$ cat config.mk
export PLATFORM = sky130hd
export DESIGN_NAME = entropy_crc_cond
export DESIGN_NICKNAME = d
export VERILOG_FILES = /design/src/rtl/ecc_pkg.sv /design/src/rtl/ecc_mixer.sv /design/src/rtl/ecc_crc_acc.sv /design/src/rtl/ecc_interlock.sv /design/src/rtl/ecc_ctrl_reg.sv /design/src/rtl/entropy_crc_cond.sv
export SDC_FILE = /design/constraint.sdc
export NUM_CORES = 1
export LEC_CHECK = 0
export BUFFER_PORTS_ARGS = -buffer_cell sky130_fd_sc_hd__buf_2
export CELL_PAD_IN_SITES_DETAIL_PLACEMENT = 1
export CELL_PAD_IN_SITES_GLOBAL_PLACEMENT = 2
export CORE_ASPECT_RATIO = 1.25
export CORE_UTILIZATION = 30
export DETAILED_ROUTE_END_ITERATION = 7
export PLACE_DENSITY_LB_ADDON = 0.05
export SLEW_MARGIN = 0
export SYNTH_ARGS = -nofsm -noshare
export SYNTH_HDL_FRONTEND = slang
export SYNTH_SLANG_ARGS = --single-unit
$ cat constraint.sdc
create_clock -name clk -period 2.3 [get_ports clk]
set_clock_uncertainty 0.15 [all_clocks]
set_input_delay 0.345 -clock clk [delete_from_list [all_inputs] [get_ports clk]]
set_output_delay 0.345 -clock clk [all_outputs]
set_load 0.05 [all_outputs]
$ cat src/rtl/ecc_pkg.sv
package ecc_pkg;

  localparam int DATA_W = 64;

  // degree-64 polynomial, x^64 term implicit
  localparam logic [DATA_W-1:0] CRC_TAPS =
      (64'd1 << 61) | (64'd1 << 57) | (64'd1 << 56) | (64'd1 << 52) |
      (64'd1 << 51) | (64'd1 << 50) | (64'd1 << 48) | (64'd1 << 47) |
      (64'd1 << 46) | (64'd1 << 43) | (64'd1 << 42) | (64'd1 << 41) |
      (64'd1 << 39) | (64'd1 << 38) | (64'd1 << 37) | (64'd1 << 35) |
      (64'd1 << 32) | (64'd1 << 28) | (64'd1 << 25) | (64'd1 << 22) |
      (64'd1 << 21) | (64'd1 << 17) | (64'd1 << 15) | (64'd1 << 13) |
      (64'd1 << 12) | (64'd1 << 11) | (64'd1 << 7)  | (64'd1 << 5)  |
      (64'd1 << 1)  | 64'd1;

  function automatic logic [DATA_W-1:0] crc_next(input logic [DATA_W-1:0] cur,
                                                 input logic din);
    crc_next = {cur[DATA_W-2:0], 1'b0} ^ ((cur[DATA_W-1] ^ din) ? CRC_TAPS : '0);
  endfunction

  // default tuning code: source i gets (i+1) mod 4, two bits each
  function automatic logic [31:0] tune_default(input int n);
    logic [31:0] r;
    r = '0;
    for (int i = 0; i < n; i++) r[2*i +: 2] = 2'((i + 1) & 3);
    return r;
  endfunction

endpackage

$ cat src/rtl/ecc_mixer.sv
module ecc_mixer #(
  parameter int NUM_SRC = 3
) (
  input  logic [NUM_SRC-1:0] noise_i,
  input  logic [NUM_SRC-1:0] en_i,
  output logic               mix_o
);
  logic [NUM_SRC-1:0] gated;

  for (genvar i = 0; i < NUM_SRC; i++) begin : g_src
    assign gated[i] = noise_i[i] & en_i[i];
  end

  assign mix_o = ^gated;
endmodule

$ cat src/rtl/ecc_crc_acc.sv
module ecc_crc_acc
  import ecc_pkg::*;
#(
  parameter logic [DATA_W-1:0] SEED = 64'h0123_4567_89AB_CDEF
) (
  input  logic              clk,
  input  logic              rst_n,
  input  logic              bit_i,
  output logic [DATA_W-1:0] acc_o
);
  logic [DATA_W-1:0] acc_q;

  always_ff @(posedge clk) begin
    if (!rst_n) acc_q <= SEED;
    else        acc_q <= crc_next(acc_q, bit_i);
  end

  assign acc_o = acc_q;
endmodule

$ cat src/rtl/ecc_interlock.sv
module ecc_interlock #(
  parameter int CNT_W = 16
) (
  input  logic             clk,
  input  logic             rst_n,
  input  logic             lock_en_i,
  input  logic [CNT_W-1:0] wait_i,
  input  logic             take_i,
  output logic             avail_o
);
  localparam logic [CNT_W-1:0] CNT_MAX = '1;

  logic [CNT_W-1:0] cnt_q;

  always_ff @(posedge clk) begin
    if (!rst_n)              cnt_q <= '0;
    else if (take_i)         cnt_q <= '0;
    else if (cnt_q != CNT_MAX) cnt_q <= cnt_q + 1'b1;
  end

  assign avail_o = !lock_en_i || (cnt_q >= wait_i);
endmodule

$ cat src/rtl/ecc_ctrl_reg.sv
module ecc_ctrl_reg #(
  parameter int           W       = 22,
  parameter logic [W-1:0] RST_VAL = '0
) (
  input  logic         clk,
  input  logic         rst_n,
  input  logic         we_i,
  input  logic [W-1:0] wdata_i,
  output logic [W-1:0] q_o
);
  always_ff @(posedge clk) begin
    if (!rst_n)    q_o <= RST_VAL;
    else if (we_i) q_o <= wdata_i;
  end
endmodule

$ cat src/rtl/entropy_crc_cond.sv
module entropy_crc_cond
  import ecc_pkg::*;
#(
  parameter int                NUM_SRC  = 3,
  parameter int                CNT_W    = 16,
  parameter int                DEF_WAIT = 5,
  parameter logic [DATA_W-1:0] SEED     = 64'h0123_4567_89AB_CDEF,
  localparam int               CTRL_W   = 16 + CNT_W,
  localparam int               TUNE_W   = 2 * NUM_SRC
) (
  input  logic               clk,
  input  logic               rst_n,
  input  logic [NUM_SRC-1:0] noise_i,
  input  logic               cfg_we,
  input  logic [CTRL_W-1:0]  cfg_wdata,
  output logic [CTRL_W-1:0]  cfg_rdata,
  output logic [TUNE_W-1:0]  tune_o,
  output logic [1:0]         sel_o,
  output logic               dout_valid,
  input  logic               dout_ready,
  output logic [DATA_W-1:0]  dout_data
);
  // control field positions
  localparam int MODE_BIT = NUM_SRC;
  localparam int SEL_LSB  = NUM_SRC + 1;
  localparam int TUNE_LSB = NUM_SRC + 3;
  localparam int WAIT_LSB = 16;

  localparam logic [CTRL_W-1:0] CTRL_DEF =
      (CTRL_W'(DEF_WAIT) << WAIT_LSB) |
      (CTRL_W'(tune_default(NUM_SRC)) << TUNE_LSB) |
      (CTRL_W'(2) << SEL_LSB) |
      (CTRL_W'(1) << MODE_BIT) |
      CTRL_W'((1 << NUM_SRC) - 1);

  logic [CTRL_W-1:0] ctrl_q;
  logic              mix_bit;
  logic              take;

  ecc_ctrl_reg #(.W(CTRL_W), .RST_VAL(CTRL_DEF)) u_ctrl (
    .clk     (clk),
    .rst_n   (rst_n),
    .we_i    (cfg_we),
    .wdata_i (cfg_wdata),
    .q_o     (ctrl_q)
  );

  ecc_mixer #(.NUM_SRC(NUM_SRC)) u_mix (
    .noise_i (noise_i),
    .en_i    (ctrl_q[NUM_SRC-1:0]),
    .mix_o   (mix_bit)
  );

  ecc_crc_acc #(.SEED(SEED)) u_acc (
    .clk   (clk),
    .rst_n (rst_n),
    .bit_i (mix_bit),
    .acc_o (dout_data)
  );

  assign take = dout_valid & dout_ready;

  ecc_interlock #(.CNT_W(CNT_W)) u_lock (
    .clk       (clk),
    .rst_n     (rst_n),
    .lock_en_i (ctrl_q[MODE_BIT]),
    .wait_i    (ctrl_q[WAIT_LSB +: CNT_W]),
    .take_i    (take),
    .avail_o   (dout_valid)
  );

  assign cfg_rdata = ctrl_q;
  assign sel_o     = ctrl_q[SEL_LSB +: 2];
  assign tune_o    = ctrl_q[TUNE_LSB +: TUNE_W];
endmodule

-- Word level (Yosys, flattened, before mapping)
Cells that the tools add are included.
- order comparisons: 1
- equality and inequality tests: 1
- bitwise operators: 7
- reductions and logical operators: 4
- muxes and demuxes: 1
- add/subtract/negate cells: 1
- operator list (operator ; number):
    $xor A64 B64 Y64 ; 1
    $mux W62 ; 1
    $add A16 B1 Y16 const B ; 1
    $ge A16 B16 Y1 ; 1
    $ne A16 B16 Y1 const B ; 1
    $and A1 B1 Y1 ; 4
    $reduce_xor A3 Y1 ; 1
    $reduce_or A2 Y1 ; 1
    $logic_not A1 Y1 ; 1
    $logic_or A1 B1 Y1 ; 1
    $not A1 Y1 ; 1
    $xor A1 B1 Y1 ; 1
- bits of input ports: 39
- bits in registers: 112
- logic and storage cells: 18

-- Longest topological paths before layout
Gate-level depths: netlist of the first run.
- depth in word-level cells: 5
- mapped depth: 8

-- Cells and area by module
From an unflattened synthesis of the first run, not the netlist that was laid out.
- cells, all modules: 465
- area, all modules: 4769.6 µm²
- modules (own cells, without submodules) (module ; sequential area each (µm²) ; area each (µm²) ; cells each ; times used):
    ecc_crc_acc ; 1281.2 ; 2267.2 ; 200 ; 1
    ecc_ctrl_reg ; 640.6 ; 1207.4 ; 103 ; 1
    ecc_interlock ; 320.3 ; 1194.9 ; 149 ; 1
    entropy_crc_cond ; 0.0 ; 66.3 ; 9 ; 1
    ecc_mixer ; 0.0 ; 33.8 ; 4 ; 1

-- Worst setup path after synthesis of the first run
OpenSTA, ideal clock, no wires.
- path type: register to output
- start: register u_ctrl.q_o[16]
- end: output port dout_valid
- stages on the path, launching flop included: 6
- data required time: 1.805 ns
- path slack: -0.332 ns
- arrival: 2.137 ns
- buffers on the path: 0
- cell sequence: dfxtp_1 ha_1 nand2b_4 a2111o_1 a31oi_1 nand4_1
- word-level cells in the longest chain between the ends: 2
- RTL lines (element ; RTL line ; text):
    start, declared ; ecc_ctrl_reg.sv:9 ; output logic [W-1:0] q_o
    start signal, assigned ; ecc_ctrl_reg.sv:13 ; else if (we_i) q_o <= wdata_i;
    $ge A16 B16 Y1 ; ecc_interlock.sv:21 ; assign avail_o = !lock_en_i || (cnt_q >= wait_i);
    $logic_or A1 B1 Y1 ; ecc_interlock.sv:21 ;
    end, declared ; entropy_crc_cond.sv:19 ; output logic dout_valid,
Every way passes these cells.

-- Final worst setup path of the first run
- start: register u_lock.cnt_q[0]
- end: output port dout_valid
- word-level cells in the longest chain between the ends: 2
- RTL lines (element ; RTL line ; text):
    start, declared ; ecc_interlock.sv:13 ; logic [CNT_W-1:0] cnt_q;
    start signal, assigned ; ecc_interlock.sv:18 ; else if (cnt_q != CNT_MAX) cnt_q <= cnt_q + 1'b1;
    $ge A16 B16 Y1 ; ecc_interlock.sv:21 ;
    $logic_or A1 B1 Y1 ; ecc_interlock.sv:21 ;
Every way passes these cells.

==> impl_summary.txt, run 1 <==
----------------------------------------------------
[Timing]
  Tightest Pin Transition ... 742.5 ps
  Clock period minus worst slack ... 2461 ps
  Worst slew margin relative to its limit ... 50.50%
  Share of the clock period used by the worst path ... 107.0%
  Crit path setup slack, layout ... -161.3 ps
  Number of pins with negative max-slew slack in the final report ... 0
  Hold Fails Final Rpt ... 0
  Number of setup violations in the final report ... 1
  Setup Total Neg Slack ... -161.3 ps
  Setup repair after global routing missed its margin ... true
  Highest Clock Rate ... 0.4063 GHz

[Die]
  Floorplan row count ... 49
  Die Y-Extent ... 137.8 um
  Num ports ... 144
  Horizontal die dimension ... 110.7 um
  Core outline area ... 14410 sq um
  Die area ... 15250 sq um
  Starting Density ... 30.73%

[Power and ir drop]
  Share of power burned in registers ... 41.4%
  Internal power contribution ... 3.494 mW
  Static leakage ... 2.567 nW
  Part of the total power dissipated in combinational logic ... 31.5%
  Switching component of the power ... 2.156 mW
  Power per Cell Area ... 998.5 nW/um^2
  Switching portion of total power ... 38.16%
  IR Drop Worst-Case VDD ... 0.0004525 V
  Clk network pwr share ... 27.1%

[GRT]
  Global-route usage over all layers ... 15.31%
  Global-route wire length before repair ... 18080 um
  Largest net degree at the start of global routing ... 87
  Vias in the first global route ... 3475
  Total congestion overflow ... 0
  Antenna violations before repair ... 1

[CTS]
  Number of clock sinks ... 112
  Hold buffer count at cts ... 0
  Number of H-tree levels ... 3
  Worst-path clk slew ... 80 ps
  CTS buffer count ... 9
  Clock latency reported for the late side of the worst-skew pair ... 360 ps
  CTS max path bufs ... 2
  Library cell used as clock root buffer ... clkbuf_16
  Clock tree from TritonCTS ... done

[Synthesis]
  Library cell occupying the most area in the post-synthesis netlist ... dfxtp_1
  Dominant combinational cell family by area after synthesis ... simple AND/OR/NAND/NOR gates
  Async set or reset register ratio after synthesis ... 0%
  Share of the synthesized area in compound gates (AO/OA/AOI/OAI) ... 3.786%
  Area share of fa/ha/maj cells after synthesis ... 4.804%
  Post-synthesis net count ... 490
  Synth warn ... 0
  Cell area after synthesis ... 4428 sq um
  Top area cells in the synthesized netlist ... dfxtp_1 51%, mux2i_1 8.4%, xnor2_1 6.1%
  Fraction of the yosys area taken by sequential cells ... 50.64%
  Fraction of post-synthesis cell area in the top cell type by area ... 50.64%
  Most instantiated flip-flop cell in the synthesis netlist ... dfxtp_1
  Simple-Gate Fraction of Synth Area ... 20.06%
  Parity-gate share of the synthesized area counting xor and xnor cells ... 7.318%
  Syn_area_per_cell ... 10.20 sq um
  Synth cell types ... 39
  Mux cell area share after synthesis ... 8.364%
  Count of flip-flops with a built-in enable after synthesis ... 0
  Flip-flop and latch count after synthesis ... 112
  Number of cells produced by synthesis ... 434

[Final layout]
  Net count reported at finish ... 626
  Share of cells above drive strength 1 ... 34.09%
  Layout Cell Area excl Fill ... 5659 sq um
  Finished Layout Cells ... 754
  Layout overhead on the synthesized area ... 27.80%

[Run]
  Max cap viols ... 0

[Setup path]
  Startpoint-to-endpoint class of the critical path ... reg -> out
  Required time at the worst-slack endpoint ... 1800 ps
  WP data arrival ... 1970 ps
  Crit. End Element ... output port
  Critical Path Source Type ... flop
  Highest fanout seen on the critical path ... 2

[Placed design]
  Placed cell area ... 5348 sq um
  Total of buffers placed on input and output ports ... 143
  Routability-driven placement congestion ratio ... 0.7037
  Worst setup slack before clock tree synthesis ... 111.0 ps
  Detailed placer's ending HPWL ... 8181 um
  Number of placed instances, taps included ... 736

[Routing]
  Number of routed nets with antenna violations ... 0
  Count of unresolved DRC violations after routing ... 0
  WL/cell ... 14.57 um
  Total number of vias ... 3369
  Number of design-rule violations left by the first detailed-router iteration ... 65
  Final routed wirelength across all metal layers ... 10990 um
  Detailed-router iteration count before antenna repair ... 4
  Mean number of vias per cell ... 4.468

[Outcome]
  Outcome ... complete, but fails checks
  Violated checks ... setup timing

[Min path]
  Path type of the worst min-delay path ... in -> reg

----------------------------------------------------
-- layout by cell type, fill, tap and decap left out, types with 6 or more instances in the layout --
master | netlist | layout
inv_1 | 17 | 16
dfxtp_2 | 0 | 14
nand2b_1 | 19 | 19
dfxtp_1 | 112 | 95
and2_1 | 18 | 18
mux2i_1 | 37 | 37
clkbuf_16 | 0 | 9
buf_4 | 11 | 8
buf_2 | 4 | 142
nand2_1 | 41 | 41
ha_1 | 17 | 16
nor2_1 | 16 | 16
xnor2_1 | 31 | 30
nor2b_1 | 38 | 38
xor2_1 | 6 | 6
nand3_1 | 7 | 7
-- final timing paths --
kind | from | to | slack, ps | depth (start not counted)
min reg2reg | u_acc.acc_o[26]$_SDFF_PN0_ | u_acc.acc_o[27]$_SDFF_PN1_ | 290 | 1
min | cfg_wdata[0] | u_ctrl.q_o[0]$_SDFFE_PN1P_ | 50 | 3
max reg2reg | u_lock.cnt_q[0]$_SDFFE_PP0P_ | u_lock.cnt_q[12]$_SDFFE_PP0P_ | 240 | 8
max | u_lock.cnt_q[0]$_SDFFE_PP0P_ | dout_valid | -160 | 7
-- routing by layer --
layer | part of all wire [%] | track usage, %
met3 | 7.0 | 5.631
met1 | 40 | 16.53
met5 | 0 | 0
met2 | 50 | 26.64
met4 | 2.2 | 7.333
-- registers in the layout, indices dropped and copies added, names as in the netlist --
register	cells
u_acc.acc_o	64
u_ctrl.q_o	32
u_lock.cnt_q	16
-- logic make-up (layout without fill, tap and decap cells) --
kind of cell,count (synthesis),in the layout
AND/OR/NAND/NOR,161,161
other,0,1
adder cells (fa/ha/maj),17,17
multiplexers,37,37
AO/OA/AOI/OAI,25,25
flip-flops,112,112
buffers and inverters,45,186
XOR/XNOR,37,37
-- area by class of cell --
cell class,count,area (sq um)
clock buffer,10,239.0
fill,1645,8748
timing repair buffer,153,822.0
antenna,1,2.502
multi-input combinational,277,1988
clock inverter,6,50.05
tap,178,222.7
sequential,112,2271
inverter,17,63.81
-- cell usage after synthesis (all sizes together) (3+ instances only) --
| cell | n |
|---|---|
| a21oi | 6 |
| a31oi | 4 |
| and2 | 18 |
| and3 | 3 |
| buf | 16 |
| clkbuf | 12 |
| dfxtp | 112 |
| ha | 17 |
| inv | 17 |
| mux2i | 37 |
| nand2 | 41 |
| nand2b | 20 |
| nand3 | 7 |
| nand4 | 6 |
| nor2 | 17 |
| nor2b | 38 |
| nor3 | 5 |
| o21ai | 5 |
| xnor2 | 31 |
| xor2 | 6 |
-- power groups by stage --
stage	clock (mW)	sequential (mW)	combinational [mW]
6_report	1.53	2.34	1.78
5_1_grt	1.68	2.38	1.91
4_1_cts	1.61	2.34	1.81
3_5_place_dp	0	2.38	1.79
3_3_place_gp	0	2.38	1.78
2_1_floorplan	0	3.18	0.581
-- worst max-delay path: stages (launching register included) --
cell	delay, ps
dfxtp_2	350
inv_2	50
ha_4	220
nand2b_4	130
a2111o_1	400
a31oi_1	140
nand4_1	150
buf_6	190
-- repair_timing --
action | CTS | global route
gates cloned | 0 | 0
hold endpoints to repair | 0 | 0
resized for setup | 5 | 0
endpoints found under the setup margin | 1 | 1
pin swaps | 1 | 1
setup buffers | 1 | 0
-- metrics by stage --
stage               utilization, %  power, mW  hold WS, ps
floorplan                        -      3.761        322.8
global placement             37.12      4.159        262.7
detailed placement           37.12      4.172        273.4
CTS                          39.26      5.758        37.71
global route                 39.28      5.961        50.31
finish                       39.28      5.650        53.14
No activity file was read; power rests on OpenSTA's default activity.
==> run 2: changes to the inputs <==
--- a/config.mk
+++ b/config.mk
@@ -6,13 +6,12 @@
 export NUM_CORES = 1
 export LEC_CHECK = 0
 export BUFFER_PORTS_ARGS = -buffer_cell sky130_fd_sc_hd__buf_2
-export CELL_PAD_IN_SITES_DETAIL_PLACEMENT = 1
-export CELL_PAD_IN_SITES_GLOBAL_PLACEMENT = 2
 export CORE_ASPECT_RATIO = 1.25
-export CORE_UTILIZATION = 30
+export CORE_UTILIZATION = 51
 export DETAILED_ROUTE_END_ITERATION = 7
 export PLACE_DENSITY_LB_ADDON = 0.05
 export SLEW_MARGIN = 0
 export SYNTH_ARGS = -nofsm -noshare
 export SYNTH_HDL_FRONTEND = slang
+export SYNTH_HIERARCHICAL = 1
 export SYNTH_SLANG_ARGS = --single-unit
==> run 2 against run 1 <==
  * The run still ends with setup timing left
  * Core utilization grew 27 points
  * Register-to-register slack got worse by 380 ps
  * Die area down 36%
  * Fmax grew 0.56%
  * Sequential cell count unchanged
  * Worst setup slack better by 14 ps
==> impl_summary.txt, run 2 <==
----------------------------------------------------
[Die]
  Starting Density ... 52.27% (+22 points)
  Floorplan row count ... 39 (-20%)
  Die area ... 9745 sq um (-36%)
  Core outline area ... 9125 sq um (-37%)
  Horizontal die dimension ... 88.50 um (-20%)
  Num ports ... 144 (unchanged)
  Die Y-Extent ... 110.1 um (-20%)

[CTS]
  Clock tree from TritonCTS ... done
  Worst-path clk slew ... 70 ps (about the same)
  Number of clock sinks ... 112 (unchanged)
  Library cell used as clock root buffer ... clkbuf_16
  Number of H-tree levels ... 3 (unchanged)
  CTS max path bufs ... 2 (unchanged)
  Hold buffer count at cts ... 0 (unchanged)
  CTS buffer count ... 9 (unchanged)
  Clock latency reported for the late side of the worst-skew pair ... 350 ps (about the same)

[Final layout]
  Most common cell after layout, fill and taps aside ... buf_2
  Area used by sequential logic in the layout ... 2278 sq um (+0.33%)
  Area occupied by multi-input gates ... 2297 sq um (+16%)
  Commonest non-fill, non-tap cells in the layout ... 141 x buf_2, 95 x dfxtp_1, 54 x nand2_1, 49 x mux2i_1, 48 x nand2b_1
  Count of antenna diodes in the layout ... 0 (-1)
  Flip-flop count of the largest register, all copies and words added ... 64 (unchanged)
  Layout overhead on the synthesized area ... 27.12%
  Share of cells above drive strength 1 ... 37.96% (+3.9 points)
  Number of fill cells in the layout ... 776 (-53%)
  Net count reported at finish ... 670 (+7.0%)

[Synthesis]
  Synth cell types ... 41 (+5.1%)
  Fraction of the yosys area taken by sequential cells ... 47.01% (-3.6 points)
  Post-synthesis net count ... 521 (+6.3%)
  Flip-flop and latch count after synthesis ... 112 (unchanged)
  Most common cell in the synthesized netlist ... dfxtp_1
  Count of flip-flops with a built-in enable after synthesis ... 0 (unchanged)
  Most instantiated flip-flop cell in the synthesis netlist ... dfxtp_1
  Syn_area_per_cell ... 10.26 sq um (+0.53%)
  Top area cells in the synthesized netlist ... dfxtp_1 47%, mux2i_1 10%, nand2b_1 6.4%
  Library cell occupying the most area in the post-synthesis netlist ... dfxtp_1
  Synth warn ... 6 (+6)
  Fraction of post-synthesis cell area in the top cell type by area ... 47.01% (-3.6 points)
  Cell area after synthesis ... 4770 sq um (+7.7%)
  Commonest cells in the netlist ... 112 x dfxtp_1, 54 x nand2_1, 49 x mux2i_1, 49 x nand2b_1, 22 x nor2b_1
  Number of cells produced by synthesis ... 465 (+7.1%)
  Async set or reset register ratio after synthesis ... 0% (unchanged)

[Routing]
  WL/cell ... 13.53 um (-7.2%)
  Number of design-rule violations left by the first detailed-router iteration ... 117 (+80%)
  Final routed wirelength across all metal layers ... 10040 um (-8.7%)
  Total number of vias ... 3633 (+7.8%)
  Mean number of vias per cell ... 4.896 (+9.6%)
  Count of unresolved DRC violations after routing ... 0 (unchanged)
  Detailed-router iteration count before antenna repair ... 4 (unchanged)
  Number of routed nets with antenna violations ... 0 (unchanged)

[Timing]
  Share of the clock period used by the worst path ... 106.4% (-0.59 points)
  Hold Fails Final Rpt ... 0 (unchanged)
  Crit path setup slack, layout ... -147.7 ps (+13.65 ps)
  Setup repair after global routing missed its margin ... true
  Clock period minus worst slack ... 2448 ps (-13.65 ps)
  Number of pins with negative max-slew slack in the final report ... 0 (unchanged)
  Tightest Pin Transition ... 538.7 ps (-203.9 ps)
  Number of setup violations in the final report ... 8 (+7)
  Worst slew margin relative to its limit ... 64.09% (+14 points)
  Hold slack ... 64.80 ps (+11.65 ps)
  Highest Clock Rate ... 0.4085 GHz (+0.56%)
  Setup Total Neg Slack ... -635.4 ps (-474.0 ps)

[GRT]
  Antenna violations before repair ... 0 (-1)
  Global-route usage over all layers ... 20.90% (+5.6 points)
  Largest net degree at the start of global routing ... 42 (-52%)
  Global-route wire length before repair ... 15480 um (-14%)
  Total congestion overflow ... 0 (unchanged)
  Vias in the first global route ... 3482 (+0.20%)

[Min path]
  Path type of the worst min-delay path ... in -> reg
  Hold path startpoint ... cfg_wdata[1]

[Setup path]
  Buffer and inverter count on the worst path ... 2 (unchanged)
  Startpoint-to-endpoint class of the critical path ... reg -> out
  Cell with the largest stage delay on the worst path ... dfxtp_4
  Launch point of the worst reg-to-reg path ... u_ctrl/q_o[18]$_SDFFE_PN1P_
  Beginning of the critical path ... u_ctrl/q_o[18]$_SDFFE_PN1P_
  Crit. End Element ... output port
  WP data arrival ... 1950 ps (-20 ps)
  Cell family with the largest share of critical-path delay ... compound AO/OA/AOI/OAI gates
  Sequence of cells on the critical path ... inv_2 > ha_4 > a211o_1 > a31oi_2 > o31ai_2 > a211o_2 > buf_8
  Critical Path Source Type ... flop
  Highest fanout seen on the critical path ... 2 (unchanged)
  Required time at the worst-slack endpoint ... 1800 ps (about the same)
  Crit path largest cell delay ... 350 ps (-50 ps)

[Power and ir drop]
  PnR Total Power ... 5.435 mW (-3.8%)
  Static leakage ... 2.861 nW (+11%)
  Power per Cell Area ... 896.3 nW/um^2 (-10%)
  IR Drop Worst-Case VDD ... 0.0007101 V (+57%)

[Placed design]
  Routability-driven placement congestion ratio ... 0.8032 (+14%)
  Detailed placer's ending HPWL ... 7300 um (-11%)
  Total of buffers placed on input and output ports ... 143 (unchanged)

[Outcome]
  Outcome ... complete, but fails checks
  Violated checks ... setup timing

[Run]
  Max cap viols ... 0 (unchanged)

----------------------------------------------------
run 2: cell types whose count changed after synthesis, moves of 6 or more:
cell,delta
buf_6,+6
clkbuf_1,-7
mux2_4,+14
mux2i_1,+12
nand2_1,+13
nand2b_1,+30
nor2_1,-10
nor2b_1,-16
xnor2_1,-30
xor2_1,-6
run 2: worst paths after layout:
kind	end	slack, ps	cells after the start
worst min-delay path	u_ctrl/q_o[1]$_SDFFE_PN1P_	60	3
worst min register to register	u_acc/acc_o[2]$_SDFF_PN1_	280	1
worst max-delay path	dout_valid	-150	7
worst max register to register	u_lock/cnt_q[9]$_SDFFE_PP0P_	-140	10
run 2: worst reg2reg max path, delay by kind of cell (launching register included):
family                   cells  cell delay (ps)
adder cells (fa/ha/maj)      1              190
flip-flops                   1              350
AND/OR/NAND/NOR              3              730
buffers and inverters        1               60
AO/OA/AOI/OAI                5              910
run 2: cell type report:
class | count | share of cell area [%]
clock buffer | 15 | 4.767
clock inverter | 1 | 0.1444
inverter | 21 | 1.300
multi-input combinational | 302 | 37.89
sequential | 112 | 37.58
tap | 123 | 2.538
timing repair buffer | 168 | 15.79
run 2: what timing repair did:
action                                  in CTS  in global routing
pin swaps                                    0                  3
endpoints found under the setup margin       7                 13
buffers inserted                             0                  2
gates resized for setup                      8                 12
run 2: logic make-up (layout without fill, tap and decap cells):
logic type / count (synthesis) / in the layout / share of synthesized area, %
muxes: 63 / 63 / 14.69
buffers and inverters: 51 / 205 / 6.795
and+or+nand+nor: 184 / 184 / 21.46
AOI/OAI and AO/OA: 35 / 35 / 4.591
xor gates and xnor gates: 3 / 3 / 0.9969
DFF: 112 / 112 / 47.01
adders and majority gates: 17 / 17 / 4.460
run 2: per-stage QoR:
stage,instances,instance area [sq um],utilization (%),setup WS (ps)
after CTS,740,5997,65.72,-164.4
after global routing,742,6063,66.45,-208.0
after detailed placement,724,5679,62.24,-116.2
after global placement,724,5679,62.24,-20.01
after floorplan,465,4835,-,-234.4
final,742,6063,66.45,-147.7
run 2: per-layer routing:
metal  track usage, %  vias up  part of all wire [%]
met3            6.552        9                   5.7
met4            7.834        0                   1.2
met5                0        -                     0
met1            22.59     1691                    41
met2            37.75       87                    52
li1                 -     1846                     -
run 2: report_power, final:
group	switching [mW]	leakage, nW	internal (mW)
combinational	1.11	1.78	0.507
clock	0.675	0.145	0.865
sequential	0.120	0.933	2.15
total	1.91	2.86	3.53
==> run 3: changes to the inputs <==
--- a/config.mk
+++ b/config.mk
@@ -10,6 +10,7 @@
 export CORE_UTILIZATION = 51
 export DETAILED_ROUTE_END_ITERATION = 7
 export PLACE_DENSITY_LB_ADDON = 0.05
+export SETUP_SLACK_MARGIN = 0.2
 export SLEW_MARGIN = 0
 export SYNTH_ARGS = -nofsm -noshare
 export SYNTH_HDL_FRONTEND = slang
==> run 3 against run 2 <==
  * The flow still finishes with violations (setup timing)
  * Global-route usage rose by 0.12 points
  * Total power is 0.61% higher
  * Routed wire length increased by 3.1%
  * Sequential cell count unchanged
  * Fmax is 0.25% lower
  * Non-clock buffer count rose by 7
  * Core utilization grew 1.0 points
  * Sequential power about the same
==> impl_summary.txt, run 3 (synthesis results as in run 2) <==
----------------------------------------------------
[Final layout]
  Most common cell after layout, fill and taps aside ... buf_2
  Layout Cell Area excl Fill ... 6157 sq um (+1.5%)
  Layout overhead on the synthesized area ... 29.09%
  Count of antenna diodes in the layout ... 0 (unchanged)
  Number of fill cells in the layout ... 747 (-3.7%)
  Share of cells above drive strength 1 ... 40.26% (+2.3 points)
  Flip-flop count of the largest register, all copies and words added ... 64 (unchanged)
  Commonest non-fill, non-tap cells in the layout ... 141 x buf_2, 92 x dfxtp_1, 53 x nand2_1, 49 x mux2i_1, 48 x nand2b_1
  Net count reported at finish ... 677 (+1.0%)

[CTS]
  Clock latency reported for the late side of the worst-skew pair ... 340 ps (about the same)
  Library cell used as clock root buffer ... clkbuf_16
  CTS buffer count ... 9 (unchanged)
  Worst-path clk slew ... 80 ps (about the same)
  Clock tree from TritonCTS ... done
  Number of clock sinks ... 112 (unchanged)
  Number of H-tree levels ... 3 (unchanged)
  CTS max path bufs ... 2 (unchanged)

[Die]
  Num ports ... 144 (unchanged)
  Die area ... 9745 sq um (unchanged)
  Core outline area ... 9125 sq um (unchanged)
  Die Y-Extent ... 110.1 um (unchanged)
  Starting Density ... 52.27% (unchanged)
  Horizontal die dimension ... 88.50 um (unchanged)
  Floorplan row count ... 39 (unchanged)

[Placed design]
  Detailed placer's ending HPWL ... 7609 um (+4.2%)
  Routability-driven placement congestion ratio ... 0.8035 (about the same)
  Placed cell area ... 5707 sq um (+0.48%)
  Total of buffers placed on input and output ports ... 143 (unchanged)

[Power and ir drop]
  Power per Cell Area ... 888.0 nW/um^2 (-0.93%)
  Clk network pwr share ... 28.1% (-0.2 points)
  PnR Total Power ... 5.468 mW (+0.61%)
  Switching component of the power ... 1.965 mW (+2.9%)
  Share of power burned in registers ... 41.6% (-0.2 points)
  Internal power contribution ... 3.503 mW (-0.66%)
  IR Drop Worst-Case VDD ... 0.0005971 V (-16%)
  Part of the total power dissipated in combinational logic ... 30.3% (+0.5 points)
  Static leakage ... 2.896 nW (+1.2%)
  Switching portion of total power ... 35.94% (+0.82 points)

[Routing]
  Mean number of vias per cell ... 4.959 (+1.3%)
  Final routed wirelength across all metal layers ... 10350 um (+3.1%)
  Detailed-router iteration count before antenna repair ... 4 (unchanged)
  WL/cell ... 13.82 um (+2.1%)
  Number of design-rule violations left by the first detailed-router iteration ... 109 (-6.8%)
  Total number of vias ... 3714 (+2.2%)
  Count of unresolved DRC violations after routing ... 0 (unchanged)
  Number of routed nets with antenna violations ... 0 (unchanged)

[Min path]
  Path type of the worst min-delay path ... in -> reg
  Hold Path Stages ... 3 (unchanged)
  Worst-case hold path end point ... u_ctrl/q_o[9]$_SDFFE_PN1P_
  Hold path startpoint ... cfg_wdata[9]

[Timing]
  Share of the clock period used by the worst path ... 106.7% (+0.27 points)
  Setup repair after global routing missed its margin ... true
  Number of setup violations in the final report ... 12 (+4)
  Clock period minus worst slack ... 2454 ps (+6.151 ps)
  Hold Fails Final Rpt ... 0 (unchanged)
  Number of pins with negative max-slew slack in the final report ... 0 (unchanged)
  Crit path setup slack, layout ... -153.8 ps (-6.151 ps)
  Setup Total Neg Slack ... -877.0 ps (-241.6 ps)
  Tightest Pin Transition ... 536.6 ps (-2.102 ps)
  Worst slew margin relative to its limit ... 64.23% (+0.14 points)
  Highest Clock Rate ... 0.4075 GHz (-0.25%)

[GRT]
  Antenna violations before repair ... 0 (unchanged)
  Total congestion overflow ... 0 (unchanged)
  Largest net degree at the start of global routing ... 68 (+62%)
  Global-route wire length before repair ... 15610 um (+0.85%)
  Global-route usage over all layers ... 21.02% (+0.12 points)
  Vias in the first global route ... 3374 (-3.1%)

[Setup path]
  Required time at the worst-slack endpoint ... 2420 ps (+620 ps)
  Crit path largest cell delay ... 410 ps (+60 ps)
  Critical Path Source Type ... flop
  Sequence of cells on the critical path ... inv_2 > ha_4 > a211o_1 > a31oi_2 > o31ai_2 > a211o_2 > and2_4 > nand2b_4 > or4_1 > o21ai_1
  WP data arrival ... 2570 ps (+620 ps)
  Highest fanout seen on the critical path ... 3 (+1)
  Flop2flop setup slack ... -150 ps (about the same)
  Cell with the largest stage delay on the worst path ... or4_1
  Worst reg-to-reg path cell count ... 10 (unchanged)
  Startpoint-to-endpoint class of the critical path ... reg -> reg
  RR Endpoint ... u_lock/cnt_q[9]$_SDFFE_PP0P_
  Launch point of the worst reg-to-reg path ... u_ctrl/q_o[18]$_SDFFE_PN1P_
  Crit. End Element ... flop

[Outcome]
  Violated checks ... setup timing
  Outcome ... complete, but fails checks

[Run]
  Max cap viols ... 0 (unchanged)

----------------------------------------------------
[run 3: cell types whose count changed in the layout (fill, tap and decap cells not counted), sizes merged]
cell and change:
buf +7, clkbuf -4, clkinv +2, inv +2
[run 3: worst max-delay path, delay by kind of cell (launching register included)]
kind                     cells  cell delay, ps
AO/OA/AOI/OAI                5             940
AND/OR/NAND/NOR              3             690
flip-flops                   1             350
adder cells (fa/ha/maj)      1             200
buffers and inverters        1              40
[run 3: cell type report]
class	instances	area, sq um	share of cell area [%]
inverters	21	78.83	1.280
repair buffers	175	1012	16.44
clock inverters	5	46.29	0.7519
well taps	123	153.9	2.499
multi-input cells	302	2330	37.84
clock buffers	11	254.0	4.125
flip-flops and latches	112	2282	37.07
[run 3: how the worst max path moves through the flow]
stage / startpoint / endpoint / slack (ps) / cells past startpoint
final: u_ctrl/q_o[18]$_SDFFE_PN1P_ / u_lock/cnt_q[9]$_SDFFE_PP0P_ / -150 / 10
after global routing: u_ctrl/q_o[18]$_SDFFE_PN1P_ / u_lock/cnt_q[9]$_SDFFE_PP0P_ / -200 / 10
after CTS: u_ctrl/q_o[18]$_SDFFE_PN1P_ / dout_valid / -150 / 7
after detailed placement: u_lock/cnt_q[2]$_SDFFE_PP0P_ / u_lock/cnt_q[9]$_SDFFE_PP0P_ / -140 / 9
after global placement: u_lock/cnt_q[2]$_SDFFE_PP0P_ / u_lock/cnt_q[9]$_SDFFE_PP0P_ / -20 / 9
after floorplan: u_ctrl/q_o[18]$_SDFFE_PN1P_ / u_lock/cnt_q[9]$_SDFFE_PP0P_ / -230 / 10
[run 3: layer usage]
metal	track usage [%]	part of all wire, %	vias to the layer above
met4	9.447	2.1	0
met1	23.61	42	1741
met2	37.91	51	95
met5	0	0	-
met3	4.244	4.2	15
li1	-	-	1863
[run 3: power groups by stage]
stage / clock network [mW] / logic (mW) / registers [mW]
2_1_floorplan: 0 / 0.547 / 3.03
3_3_place_gp: 0 / 1.62 / 2.31
3_5_place_dp: 0 / 1.63 / 2.31
4_1_cts: 1.58 / 1.66 / 2.28
5_1_grt: 1.66 / 1.74 / 2.30
6_report: 1.54 / 1.65 / 2.28
[run 3: what timing repair did]
action	in CTS	in global routing
buffers inserted	2	2
resized for setup	23	9
hold buffers	0	0
pin swaps	3	1
endpoints found under the setup margin	17	17
[run 3: through the flow]
stage | cells | worst slack, ps | util, % | hold WS (ps)
6_report | 749 | -153.8 | 67.48 | 68.88
5_1_grt | 749 | -198.7 | 67.48 | 64.49
4_1_cts | 747 | -151.2 | 66.89 | 56.94
3_5_place_dp | 729 | -144.0 | 62.54 | 264.8
3_3_place_gp | 729 | -23.56 | 62.54 | 260.1
2_1_floorplan | 465 | -234.4 | - | 302.3
